===== config.mk =====
export PLATFORM = sky130hd
export DESIGN_NAME = spi_chunk_tx
export DESIGN_NICKNAME = d
export VERILOG_FILES = /design/src/rtl/sct_pkg.sv /design/src/rtl/sct_hdr.sv /design/src/rtl/sct_fill.sv /design/src/rtl/sct_credit.sv /design/src/rtl/spi_chunk_tx.sv
export SDC_FILE = /design/constraint.sdc
export NUM_CORES = 1
export LEC_CHECK = 0
export ABC_AREA = 1
export ABC_CLOCK_PERIOD_IN_PS = 3700
export BUFFER_PORTS_ARGS = -buffer_cell sky130_fd_sc_hd__buf_2
export CAP_MARGIN = 15
export CORE_MARGIN = 5
export CORE_UTILIZATION = 35
export CTS_BUF_LIST = sky130_fd_sc_hd__clkbuf_8
export DETAILED_ROUTE_END_ITERATION = 16
export GPL_TIMING_DRIVEN = 1
export PLACE_DENSITY = 0.6
export SLEW_MARGIN = 40
export SYNTH_ARGS = -nofsm -noshare
export SYNTH_HDL_FRONTEND = slang
export SYNTH_SLANG_ARGS = --single-unit

===== constraint.sdc =====
create_clock -name clk -period 3.7 [get_ports clk]
set_clock_uncertainty 0.2 [all_clocks]
set_input_delay 0.37 -clock clk [delete_from_list [all_inputs] [get_ports clk]]
set_output_delay 0.37 -clock clk [all_outputs]
set_load 0.05 [all_outputs]

===== src/rtl/sct_pkg.sv =====
package sct_pkg;
  // header bit positions (decoded by the device)
  localparam int HDR_DNC     = 31;
  localparam int HDR_DV      = 21;
  localparam int HDR_SV      = 20;
  localparam int HDR_SWO_LSB = 16;
  localparam int HDR_EV      = 14;
  localparam int HDR_EBO_LSB = 8;
  localparam int HDR_PAR     = 0;
  localparam int EBO_W       = 6;

  // footer bit positions (driven by the device)
  localparam int FTR_TXERR   = 31;
  localparam int FTR_RXP_LSB = 8;
  localparam int FTR_CRD_LSB = 0;

  typedef struct packed {
    logic             dv;
    logic             sv;
    logic             ev;
    logic [EBO_W-1:0] ebo;
  } chunk_meta_t;
endpackage


===== src/rtl/sct_hdr.sv =====
module sct_hdr
  import sct_pkg::*;
(
  input  chunk_meta_t meta,
  output logic [31:0] hdr
);
  logic [31:0] body;

  always_comb begin
    body                         = '0;
    body[HDR_DNC]                = 1'b1;
    body[HDR_DV]                 = meta.dv;
    body[HDR_SV]                 = meta.sv;
    body[HDR_SWO_LSB +: 4]       = 4'd0;
    body[HDR_EV]                 = meta.ev;
    body[HDR_EBO_LSB +: EBO_W]   = meta.ebo;
    hdr                          = body;
    hdr[HDR_PAR]                 = ~(^body);
  end
endmodule


===== src/rtl/sct_fill.sv =====
module sct_fill
  import sct_pkg::*;
#(
  parameter int BYTES = 64,
  localparam int PW = $clog2(BYTES / 4)
) (
  input  logic          clk,
  input  logic          rst_n,
  input  logic          in_valid,
  input  logic [7:0]    in_data,
  input  logic          in_sof,
  input  logic          in_eof,
  input  logic          hold,
  output logic          in_ready,
  input  logic          release_buf,
  output logic          ready_o,
  output chunk_meta_t   meta,
  input  logic [PW-1:0] rd_idx,
  output logic [31:0]   rd_word
);
  localparam int CW = $clog2(BYTES + 1);
  localparam int AW = $clog2(BYTES);

  logic [7:0]    mem [BYTES];
  logic [CW-1:0] cnt;
  logic          sv_q, ev_q, full_q;
  logic          acc;
  logic [CW-1:0] last_idx;

  assign in_ready = !full_q && !hold;
  assign acc      = in_valid && in_ready;
  assign ready_o  = full_q;

  always_ff @(posedge clk or negedge rst_n) begin
    if (!rst_n) begin
      cnt    <= '0;
      sv_q   <= 1'b0;
      ev_q   <= 1'b0;
      full_q <= 1'b0;
    end else if (release_buf) begin
      cnt    <= '0;
      sv_q   <= 1'b0;
      ev_q   <= 1'b0;
      full_q <= 1'b0;
    end else if (acc) begin
      cnt    <= cnt + CW'(1);
      if (in_sof) sv_q <= 1'b1;
      if (in_eof) ev_q <= 1'b1;
      full_q <= in_eof || (cnt == CW'(BYTES - 1));
    end
  end

  always_ff @(posedge clk) begin
    if (acc) mem[cnt[AW-1:0]] <= in_data;
  end

  always_comb begin
    last_idx  = cnt - CW'(1);
    meta.dv   = 1'b1;
    meta.sv   = sv_q;
    meta.ev   = ev_q;
    meta.ebo  = ev_q ? last_idx[EBO_W-1:0] : '0;
  end

  for (genvar b = 0; b < 4; b++) begin : g_lane
    logic [AW-1:0] ra;
    logic          in_rng;
    always_comb begin
      ra     = AW'(int'(rd_idx) * 4 + b);
      in_rng = (int'(rd_idx) * 4 + b) < int'(cnt);
    end
    assign rd_word[31-8*b -: 8] = in_rng ? mem[ra] : 8'h00;
  end
endmodule


===== src/rtl/sct_credit.sv =====
module sct_credit
  import sct_pkg::*;
#(
  parameter int CNT_W = 5
) (
  input  logic             clk,
  input  logic             rst_n,
  input  logic             stat_load,
  input  logic [CNT_W-1:0] stat_credits,
  input  logic [CNT_W-1:0] stat_rxpend,
  input  logic             ftr_valid,
  input  logic [31:0]      ftr_word,
  input  logic             err_clr,
  input  logic             take_data,
  input  logic             take_any,
  output logic [CNT_W-1:0] credits,
  output logic [CNT_W-1:0] rxpend,
  output logic             err
);
  logic ftr_unused;
  assign ftr_unused = ^ftr_word;

  always_ff @(posedge clk or negedge rst_n) begin
    if (!rst_n) begin
      credits <= '0;
      rxpend  <= '0;
    end else if (stat_load) begin
      credits <= stat_credits;
      rxpend  <= stat_rxpend;
    end else if (ftr_valid) begin
      credits <= ftr_word[FTR_CRD_LSB +: CNT_W];
      rxpend  <= ftr_word[FTR_RXP_LSB +: CNT_W];
    end else begin
      if (take_data && credits != '0) credits <= credits - CNT_W'(1);
      if (take_any && rxpend != '0)   rxpend  <= rxpend - CNT_W'(1);
    end
  end

  always_ff @(posedge clk or negedge rst_n) begin
    if (!rst_n)                             err <= 1'b0;
    else if (ftr_valid && ftr_word[FTR_TXERR]) err <= 1'b1;
    else if (err_clr)                       err <= 1'b0;
  end
endmodule


===== src/rtl/spi_chunk_tx.sv =====
module spi_chunk_tx
  import sct_pkg::*;
#(
  parameter int PAYLOAD_BYTES = 64,
  parameter int CNT_W         = 5
) (
  input  logic             clk,
  input  logic             rst_n,
  input  logic             in_valid,
  output logic             in_ready,
  input  logic [7:0]       in_data,
  input  logic             in_sof,
  input  logic             in_eof,
  input  logic             stat_load,
  input  logic [CNT_W-1:0] stat_credits,
  input  logic [CNT_W-1:0] stat_rxpend,
  input  logic             ftr_valid,
  input  logic [31:0]      ftr_word,
  input  logic             err_clr,
  output logic             out_valid,
  input  logic             out_ready,
  output logic [31:0]      out_word,
  output logic             out_last,
  output logic [CNT_W-1:0] tx_credits,
  output logic [CNT_W-1:0] rx_pend,
  output logic             err_o
);
  localparam int PAY_WORDS   = PAYLOAD_BYTES / 4;
  localparam int CHUNK_WORDS = PAY_WORDS + 1;
  localparam int WIDX_W      = $clog2(CHUNK_WORDS);
  localparam int PIDX_W      = $clog2(PAY_WORDS);

  typedef enum logic {S_IDLE, S_SEND} st_e;

  st_e               state;
  logic [WIDX_W-1:0] widx;
  logic [WIDX_W-1:0] pidx;
  logic              is_data;
  logic              fill_ready, start_data, start_empty, release_buf;
  logic              at_last, last_beat;
  chunk_meta_t       fill_meta, meta_sel;
  logic [31:0]       hdr_word, pay_word;

  assign start_data  = (state == S_IDLE) && !err_o && fill_ready && (tx_credits != '0);
  assign start_empty = (state == S_IDLE) && !err_o && !start_data && (rx_pend != '0);
  assign at_last     = (widx == WIDX_W'(CHUNK_WORDS - 1));
  assign last_beat   = (state == S_SEND) && out_ready && at_last;
  assign release_buf = last_beat && is_data;
  assign pidx        = widx - WIDX_W'(1);

  always_ff @(posedge clk or negedge rst_n) begin
    if (!rst_n) begin
      state   <= S_IDLE;
      widx    <= '0;
      is_data <= 1'b0;
    end else begin
      case (state)
        S_IDLE: begin
          if (start_data || start_empty) begin
            state   <= S_SEND;
            widx    <= '0;
            is_data <= start_data;
          end
        end
        default: begin
          if (out_ready) begin
            if (at_last) state <= S_IDLE;
            else         widx  <= widx + WIDX_W'(1);
          end
        end
      endcase
    end
  end

  sct_fill #(.BYTES(PAYLOAD_BYTES)) u_fill (
    .clk        (clk),
    .rst_n      (rst_n),
    .in_valid   (in_valid),
    .in_data    (in_data),
    .in_sof     (in_sof),
    .in_eof     (in_eof),
    .hold       (state != S_IDLE),
    .in_ready   (in_ready),
    .release_buf(release_buf),
    .ready_o    (fill_ready),
    .meta       (fill_meta),
    .rd_idx     (pidx[PIDX_W-1:0]),
    .rd_word    (pay_word)
  );

  sct_credit #(.CNT_W(CNT_W)) u_credit (
    .clk         (clk),
    .rst_n       (rst_n),
    .stat_load   (stat_load),
    .stat_credits(stat_credits),
    .stat_rxpend (stat_rxpend),
    .ftr_valid   (ftr_valid),
    .ftr_word    (ftr_word),
    .err_clr     (err_clr),
    .take_data   (start_data),
    .take_any    (start_data || start_empty),
    .credits     (tx_credits),
    .rxpend      (rx_pend),
    .err         (err_o)
  );

  assign meta_sel = is_data ? fill_meta : '0;

  sct_hdr u_hdr (
    .meta(meta_sel),
    .hdr (hdr_word)
  );

  assign out_valid = (state == S_SEND);
  assign out_last  = out_valid && at_last;
  assign out_word  = !out_valid    ? '0 :
                     (widx == '0)  ? hdr_word :
                     is_data       ? pay_word : '0;
endmodule


==> metrics.md, run 1 <==
| Metric | Value |
|---|---|
| Status | `completed` |
| CP Launch Type | `register` |
| Grt ovf | `0` |
| Post-synth EDFFs | `512` |
| R2r startpoint | `out_valid` |
| HPWL Detailed | `34,600 um` |
| Synth Cell Area | `22,600 um^2` |
| Max Used Layer | `met4` |
| Simple-gate share of the synthesized area | `14.9%` |
| Synth Area in XOR/XNOR | `0.348%` |
| Fin Hold WS | `44.5 ps` |
| Crit path max fanout | `5` |
| Yosys reg bits | `540` |
| CTS tree | `done` |
| Die Area | `69,900 um^2` |
| Least-Margin Pin Slew | `833 ps` |
| Mean routed wirelength per cell | `20.4 um` |
| Final Hold Vio Count | `0` |
| Synth unique cells | `40` |
| Sink Count | `540` |
| Syn_nets | `1,973` |
| Die Y | `264 um` |
| Layout cell share with drive strength beyond 1 | `18.4%` |
| Max-Cap Viols | `0` |
| Synth Area in Adders | `0.774%` |
| Final setup viols | `0` |
| Slowest Stage Delay on Critical Path | `490 ps` |
| Pin count of the biggest net entering global routing | `161` |
| M1 WL | `26,700 um` |
| DRC viols | `0` |
| Pins Over Slew Limit | `0` |
| H-tree levels | `3` |
| Number of diodes | `0` |
| FF-to-FF path depth | `5` |
| Pleak | `9.67 nW` |
| Cell internal pwr | `13.1 mW` |
| Pwr Total | `23.2 mW` |
| Share of the synthesized area in the top cell type | `67.9%` |
| Largest cells by area after synthesis | `edfxtp_1, nand2_1, a21oi_1` |
| Antenna violations before repair | `0` |
| Via count | `15,891` |
| Core region area | `64,200 um^2` |
| Vias in the first global route | `15,277` |
| Root Driver | `clkbuf_8` |
| Largest family of logic cells by synthesized area | `simple AND/OR/NAND/NOR gates` |
| CTS max path bufs | `3` |
| RR Endpoint | `u_fill.mem[59][6]` |
| Logic pwr share | `50.5%` |
| Synthesized area per cell | `11.9 um^2` |
| Area delta synth->final | `20.6%` |
| Sw Ratio | `43.8%` |
| Final Util | `42.5%` |
| Nets | `2,172` |
| Die width | `264 um` |
| Switch Pwr | `10.2 mW` |
| Post-DR vias/cell | `5.27` |
| Cell with the most instances after synthesis | `edfxtp_1` |
| Port Buffers | `83` |
| Yosys warns | `0` |
| R2R setup slack | `680 ps` |
| Fmax | `277 MHz` |
| Worst Hold Depth | `1` |
| Post-Route WL | `61,700 um` |
| GPL Wtd Cong | `0.863` |
| First-pass GRT wire length | `92,500 um` |
| Fin crit period | `3610 ps` |
| CTS clk-pin slew, worst paths | `60 ps` |
| Main flop type after synthesis | `edfxtp_1` |
| DR pass1 iterations | `5` |
| WHS Endpoint | `u_fill.mem[6][2]` |
| Initial Util | `35.3%` |
| Synth Instances | `1,900` |
| Hold crit path type | `in -> reg` |
| CTS buffer count | `86` |
| Power Density | `851 nW/um^2` |
| Crit-path slowest cell | `dfrtp_4` |
| Area leader, netlist | `edfxtp_1` |
| Critical path data required time | `3130 ps` |
| Worst rel slew slack | `44.2%` |
| Sequential power share | `29.9%` |
| Kind of critical path | `reg -> out` |
| Routed length on met3 | `4740 um` |
| Synth top cells by count | `edfxtp_1, nand2_1, a21oi_1` |
| Cell Rows | `93` |
| Worst setup EP type | `output port` |
| Gr usage total | `16.8%` |
| VDD IR-drop max | `1.17 mV` |
| Setup_tns | `0 ps` |
| Critical-path cell list | `clkinv_8, ha_4, xnor2_4, clkinv_4, ha_4, nand3_2, o21a_4, o21ai_4, nor3_2, buf_4, nand3_2, a21oi_4, buf_6` |
| Met2 routed wirelength | `28,900 um` |
| IO Pins | `105` |
| Final period utilization | `97.7%` |
| Register area share after synthesis | `71.0%` |
| Unrepaired setup endpoints after global routing | `yes` |
| Clock network power share | `19.6%` |
| DR iter-0 viols | `1,413` |
| Mux share of post-synthesis cell area | `0%` |
| Skew-Pair Late Insertion Delay | `640 ps` |
| HP Start | `in_data[2]` |
| Arrival @ worst endpoint | `3040 ps` |
| Ys async rst share | `5.19%` |
| Antenna-violating nets left | `0` |
| Compound-Gate Fraction of Synth Area | `9.92%` |
==> through the flow <==
| step | cells | setup WS, ps | cell area, um^2 |
|---|---|---|---|
| after floorplan | 1900 | 1.11 | 22800 |
| after global placement | 2808 | 312 | 24500 |
| after detailed placement | 2808 | 325 | 24600 |
| after CTS | 3003 | 1.03 | 26900 |
| after global routing | 3018 | -47.9 | 27300 |
| final | 3018 | 85.5 | 27300 |
==> critical path: cells and delay by family (launching register included) <==
kind	cells	cell delay, ps
flops	1	490
compound gates	3	420
simple gates	3	290
fa+ha+maj	2	440
xor+xnor	1	170
buf+inv	4	580
==> flip-flops by register name, indices dropped and copies added (netlist names) <==
signal / count
is_data: 1
out_valid: 1
u_credit.credits: 5
u_credit.err: 1
u_credit.rxpend: 5
u_fill.cnt: 7
u_fill.ev_q: 1
u_fill.mem: 512
u_fill.ready_o: 1
u_fill.sv_q: 1
widx: 5
==> worst max path at each step <==
stage / start / end / cells past startpoint
global route: widx[0] / out_word[21] / 11
floorplan: widx[0] / out_word[30] / 16
finish: widx[0] / out_word[12] / 13
global placement: widx[0] / out_word[7] / 13
detailed placement: widx[0] / out_word[4] / 13
CTS: widx[0] / out_word[15] / 11
==> what timing repair did <==
item                                    CTS  global route
setup buffers                             3            13
hold buffers                             37             0
pin swaps                                11            18
gates resized for setup                  97            60
gates cloned                              3             3
hold endpoints to repair                 51             0
endpoints found under the setup margin   32            32
==> area by class of cell <==
class / instances / area, um^2
Multi-Input combinational cell: 1197 / 6300
Fill cell: 5963 / 36900
Clock inverter: 61 / 255
Clock buffer: 91 / 1250
Sequential cell: 540 / 16100
Tap cell: 855 / 1070
Timing Repair inverter: 1 / 8.76
Timing Repair Buffer: 224 / 2110
Inverter: 49 / 214
==> cell families (layout without fill, tap and decap cells) <==
kind of cell,Yosys count,in the layout
and+or+nand+nor,822,822
adders and majority gates,14,14
DFF,540,540
buffers and inverters,163,426
xor gates and xnor gates,6,6
AOI/OAI and AO/OA,355,355
==> power by group through the flow <==
stage                     Combinational [mW]  Clock, mW  Sequential [mW]
final                                   11.7       4.55             6.94
after global routing                    12.7       4.97             6.95
after CTS                               11.0       4.67             6.92
after detailed placement                9.97          0             7.05
after global placement                  9.82          0             7.05
after floorplan                         6.90          0             7.06
==> cells in the final DEF (no fill, tap or decap), types with 10 or more instances in the layout <==
master and n:
edfxtp_1 512, nand2_1 483, a21oi_1 186, nand3_1 168, nor2_1 94, clkbuf_8 91, buf_4 89, inv_1 63
a22oi_1 55, buf_2 47, dlygate4sd3_1 37, buf_6 27, o211ai_1 26, dfrtp_1 25, clkinv_1 22, nor2_2 22
a32o_1 19, o21ai_0 17, nand2_2 11, clkinv_2 10, a221oi_2 10, a221oi_1 10, ha_1 10
==> per-layer routing <==
metal	track usage, %	vias to the layer above
met5	0	-
met4	4.50	0
met3	4.56	100
met2	26.5	596
met1	23.2	7901
li1	-	7294
Power figures use the tool's default switching activity.
==> inputs of run 2 (changes only) <==
- ABC_AREA: 1 -> unset
==> metrics.md, run 2 <==
| Metric | Value |
|---|---|
| Skew-Pair Late Insertion Delay | `680 ps (was 640 ps)` |
| Sequential power share | `31.2% (was 29.9%)` |
| Final period utilization | `106% (was 97.7%)` |
| Number of diodes | `0 (unchanged)` |
| Sw Ratio | `34.8% (was 43.8%)` |
| DR iter-0 viols | `960 (was 1,413)` |
| Pin count of the biggest net entering global routing | `65 (was 161)` |
| Logic pwr share | `47.7% (was 50.5%)` |
| Fin crit period | `3930 ps (was 3610 ps)` |
| Vias in the first global route | `12,502 (was 15,277)` |
| Pleak | `9.20 nW (was 9.67 nW)` |
| Final setup margin | `-235 ps (was 85.5 ps)` |
| Final Util | `44.1% (was 42.5%)` |
| CTS buffer count | `89 (was 86)` |
| Cell Rows | `91 (was 93)` |
| Nets | `1,470 (was 2,172)` |
| Synth top cells by count | `edfxtp_1, mux4_2, nor2_1 (was edfxtp_1, nand2_1, a21oi_1)` |
| Die width | `260 um (was 264 um)` |
| Max reg flops | `512 (unchanged)` |
| Area delta synth->final | `24.8% (was 20.6%)` |
| Hold crit path type | `in -> reg (unchanged)` |
| Antenna-violating nets left | `0 (unchanged)` |
| Syn_nets | `1,164 (was 1,973)` |
| Commonest non-fill, non-tap cell in the layout | `edfxtp_1 (unchanged)` |
| Crit path max fanout | `8 (was 5)` |
| Port Buffers | `83 (unchanged)` |
| Place WS | `152 ps (was 325 ps)` |
| Worst rel slew slack | `45.1% (was 44.2%)` |
| Post-Route WL | `53,100 um (was 61,700 um)` |
| H-tree levels | `3 (unchanged)` |
| Gr usage total | `15.7% (was 16.8%)` |
| Arrival @ worst endpoint | `3360 ps (was 3040 ps)` |
| GPL Wtd Cong | `0.797 (was 0.863)` |
| Fillers | `5,263 (was 5,963)` |
| Largest cells by area after synthesis | `edfxtp_1, mux4_2, dfrtp_1 (was edfxtp_1, nand2_1, a21oi_1)` |
| Unrepaired setup endpoints after global routing | `yes (unchanged)` |
| CTS tree | `done (unchanged)` |
| DR pass1 iterations | `8 (was 5)` |
| Die Y | `260 um (was 264 um)` |
| Antenna violations before repair | `1 (was 0)` |
| Failing checks | `setup timing` |
| HPWL Detailed | `31,000 um (was 34,600 um)` |
| CP Launch Type | `register (unchanged)` |
| First-pass GRT wire length | `79,700 um (was 92,500 um)` |
| DRC viols | `0 (unchanged)` |
| Post-synth EDFFs | `512 (unchanged)` |
| Synthesized area per cell | `20.0 um^2 (was 11.9 um^2)` |
| Yosys reg bits | `540 (unchanged)` |
| Register area share after synthesis | `73.6% (was 71.0%)` |
| IO Pins | `105 (unchanged)` |
| Final Hold Vio Count | `0 (unchanged)` |
| Synth unique cells | `59 (was 40)` |
| Final setup viols | `33 (was 0)` |
| Synth Cell Area | `21,800 um^2 (was 22,600 um^2)` |
| Root Driver | `clkbuf_8 (unchanged)` |
| Layout cell share with drive strength beyond 1 | `38.6% (was 18.4%)` |
| Least-Margin Pin Slew | `821 ps (was 833 ps)` |
| Cell with the most instances after synthesis | `edfxtp_1 (unchanged)` |
| Clock network power share | `21.1% (was 19.6%)` |
| Post-DR vias/cell | `5.11 (was 5.27)` |
| Share of the synthesized area in the top cell type | `70.4% (was 67.9%)` |
| Mean routed wirelength per cell | `23.1 um (was 20.4 um)` |
| Die Area | `67,500 um^2 (was 69,900 um^2)` |
| Initial Util | `35.3% (about the same)` |
| CTS clk-pin slew, worst paths | `60 ps (about the same)` |
| VDD IR-drop max | `0.586 mV (was 1.17 mV)` |
| Fmax | `254 MHz (was 277 MHz)` |
| Grt ovf | `0 (unchanged)` |
| Critical path data required time | `3130 ps (about the same)` |
| Worst setup EP type | `output port (unchanged)` |
| Switch Pwr | `7.80 mW (was 10.2 mW)` |
| Yosys warns | `0 (unchanged)` |
| Synth Instances | `1,091 (was 1,900)` |
| Cell internal pwr | `14.6 mW (was 13.1 mW)` |
| Most frequent cells in the layout | `edfxtp_1, mux4_2, buf_4 (was edfxtp_1, nand2_1, a21oi_1)` |
| Ys async rst share | `5.19% (unchanged)` |
| Sink Count | `540 (unchanged)` |
| Main flop type after synthesis | `edfxtp_1 (unchanged)` |
| Max-Cap Viols | `0 (unchanged)` |
| Kind of critical path | `reg -> out (unchanged)` |
| Status | `finished, violations left (was completed)` |
| Via count | `11,750 (was 15,891)` |
| Pins Over Slew Limit | `0 (unchanged)` |
| Area leader, netlist | `edfxtp_1 (unchanged)` |
| Power Density | `822 nW/um^2 (was 851 nW/um^2)` |
| Core region area | `61,800 um^2 (was 64,200 um^2)` |
| CTS max path bufs | `3 (unchanged)` |
## run 2: changes by cell type in the layout (fill, tap and decap cells not counted), sizes merged, moves of 9 or more
cell	delta
o211ai	-26
mux4	+150
and3	+17
a221oi	-12
a21oi	-179
nand2	-465
nor2b	+9
xnor2	+20
buf	+44
nor2	-30
a22oi	-48
a32o	-19
nand3	-161
inv	-19
## run 2: final timing paths
kind	depth (start not counted)	slack, ps	start	end
setup / recovery	13	-230	widx[0]	out_word[0]
hold / removal	1	60	in_data[5]	u_fill.mem[39][5]
setup reg to reg	28	-190	widx[0]	widx[0]
hold reg to reg	2	400	u_fill.sv_q	u_fill.sv_q
max in group asynchronous	2	2690	rst_n	widx[0]
min in group asynchronous	2	90	rst_n	u_credit.err
## run 2: final cells by class
class	count	area (um^2)	share of cell area, %
flip-flops and latches	540	16100	59.0
clock buffers	94	1290	4.74
well taps	837	1050	3.84
clock inverters	64	304	1.12
inverters	23	90.1	0.330
repair buffers	266	2650	9.73
multi-input cells	477	5800	21.3
## run 2: kinds of logic after synthesis
group | synth area share [%]
flops | 73.6
simple gates | 4.51
mux | 15.9
compound gates | 2.51
buf+inv | 1.64
xor+xnor | 1.01
fa+ha+maj | 0.802
## run 2: layer usage
layer  routed length [um]  track usage, %  vias to the layer above
li1                     -               -                     5084
met1                22500            21.3                     6206
met2                26500            26.1                      380
met3                 3120            3.05                       80
met4                  942            4.49                        0
met5                    0               0                        -
## run 2: power groups by stage
stage | Clock (mW) | Combinational [mW] | Sequential [mW]
3_3_place_gp | 0 | 8.63 | 7.10
3_5_place_dp | 0 | 8.66 | 7.11
5_1_grt | 5.18 | 11.2 | 7.00
6_report | 4.73 | 10.7 | 6.99
4_1_cts | 4.87 | 10.5 | 6.97
2_1_floorplan | 0 | 6.08 | 7.05
## run 2: per-stage QoR
stage / cells / power, mW / hold slack (ps) / instance area, um^2 / TNS [ps]
2_1_floorplan: 1091 / 13.1 / -126 / 22100 / -45.2
3_3_place_gp: 2053 / 15.7 / 241 / 24200 / 0
3_5_place_dp: 2053 / 15.8 / 249 / 24200 / 0
4_1_cts: 2296 / 22.3 / 23.2 / 27100 / -5350
5_1_grt: 2301 / 23.4 / 56.6 / 27300 / -10290
6_report: 2301 / 22.4 / 57.4 / 27300 / -6230
## run 2: critical path: stages, from the launching register on
cell,delay (ps)
dfrtp_4,460
clkinvlp_4,180
ha_4,220
xnor2_4,170
inv_2,80
ha_4,220
a21o_1,160
a21oi_2,140
or2_4,160
nor3b_4,260
o21ai_4,100
buf_12,170
o32ai_4,170
buf_12,180
## run 2: what timing repair did
action | CTS | global route
hold endpoints to repair | 74 | 17
resized for setup | 116 | 28
pin swaps | 21 | 13
setup buffers | 46 | 14
gates cloned | 6 | 0
hold buffers | 34 | 1
setup endpoints to repair | 32 | 33
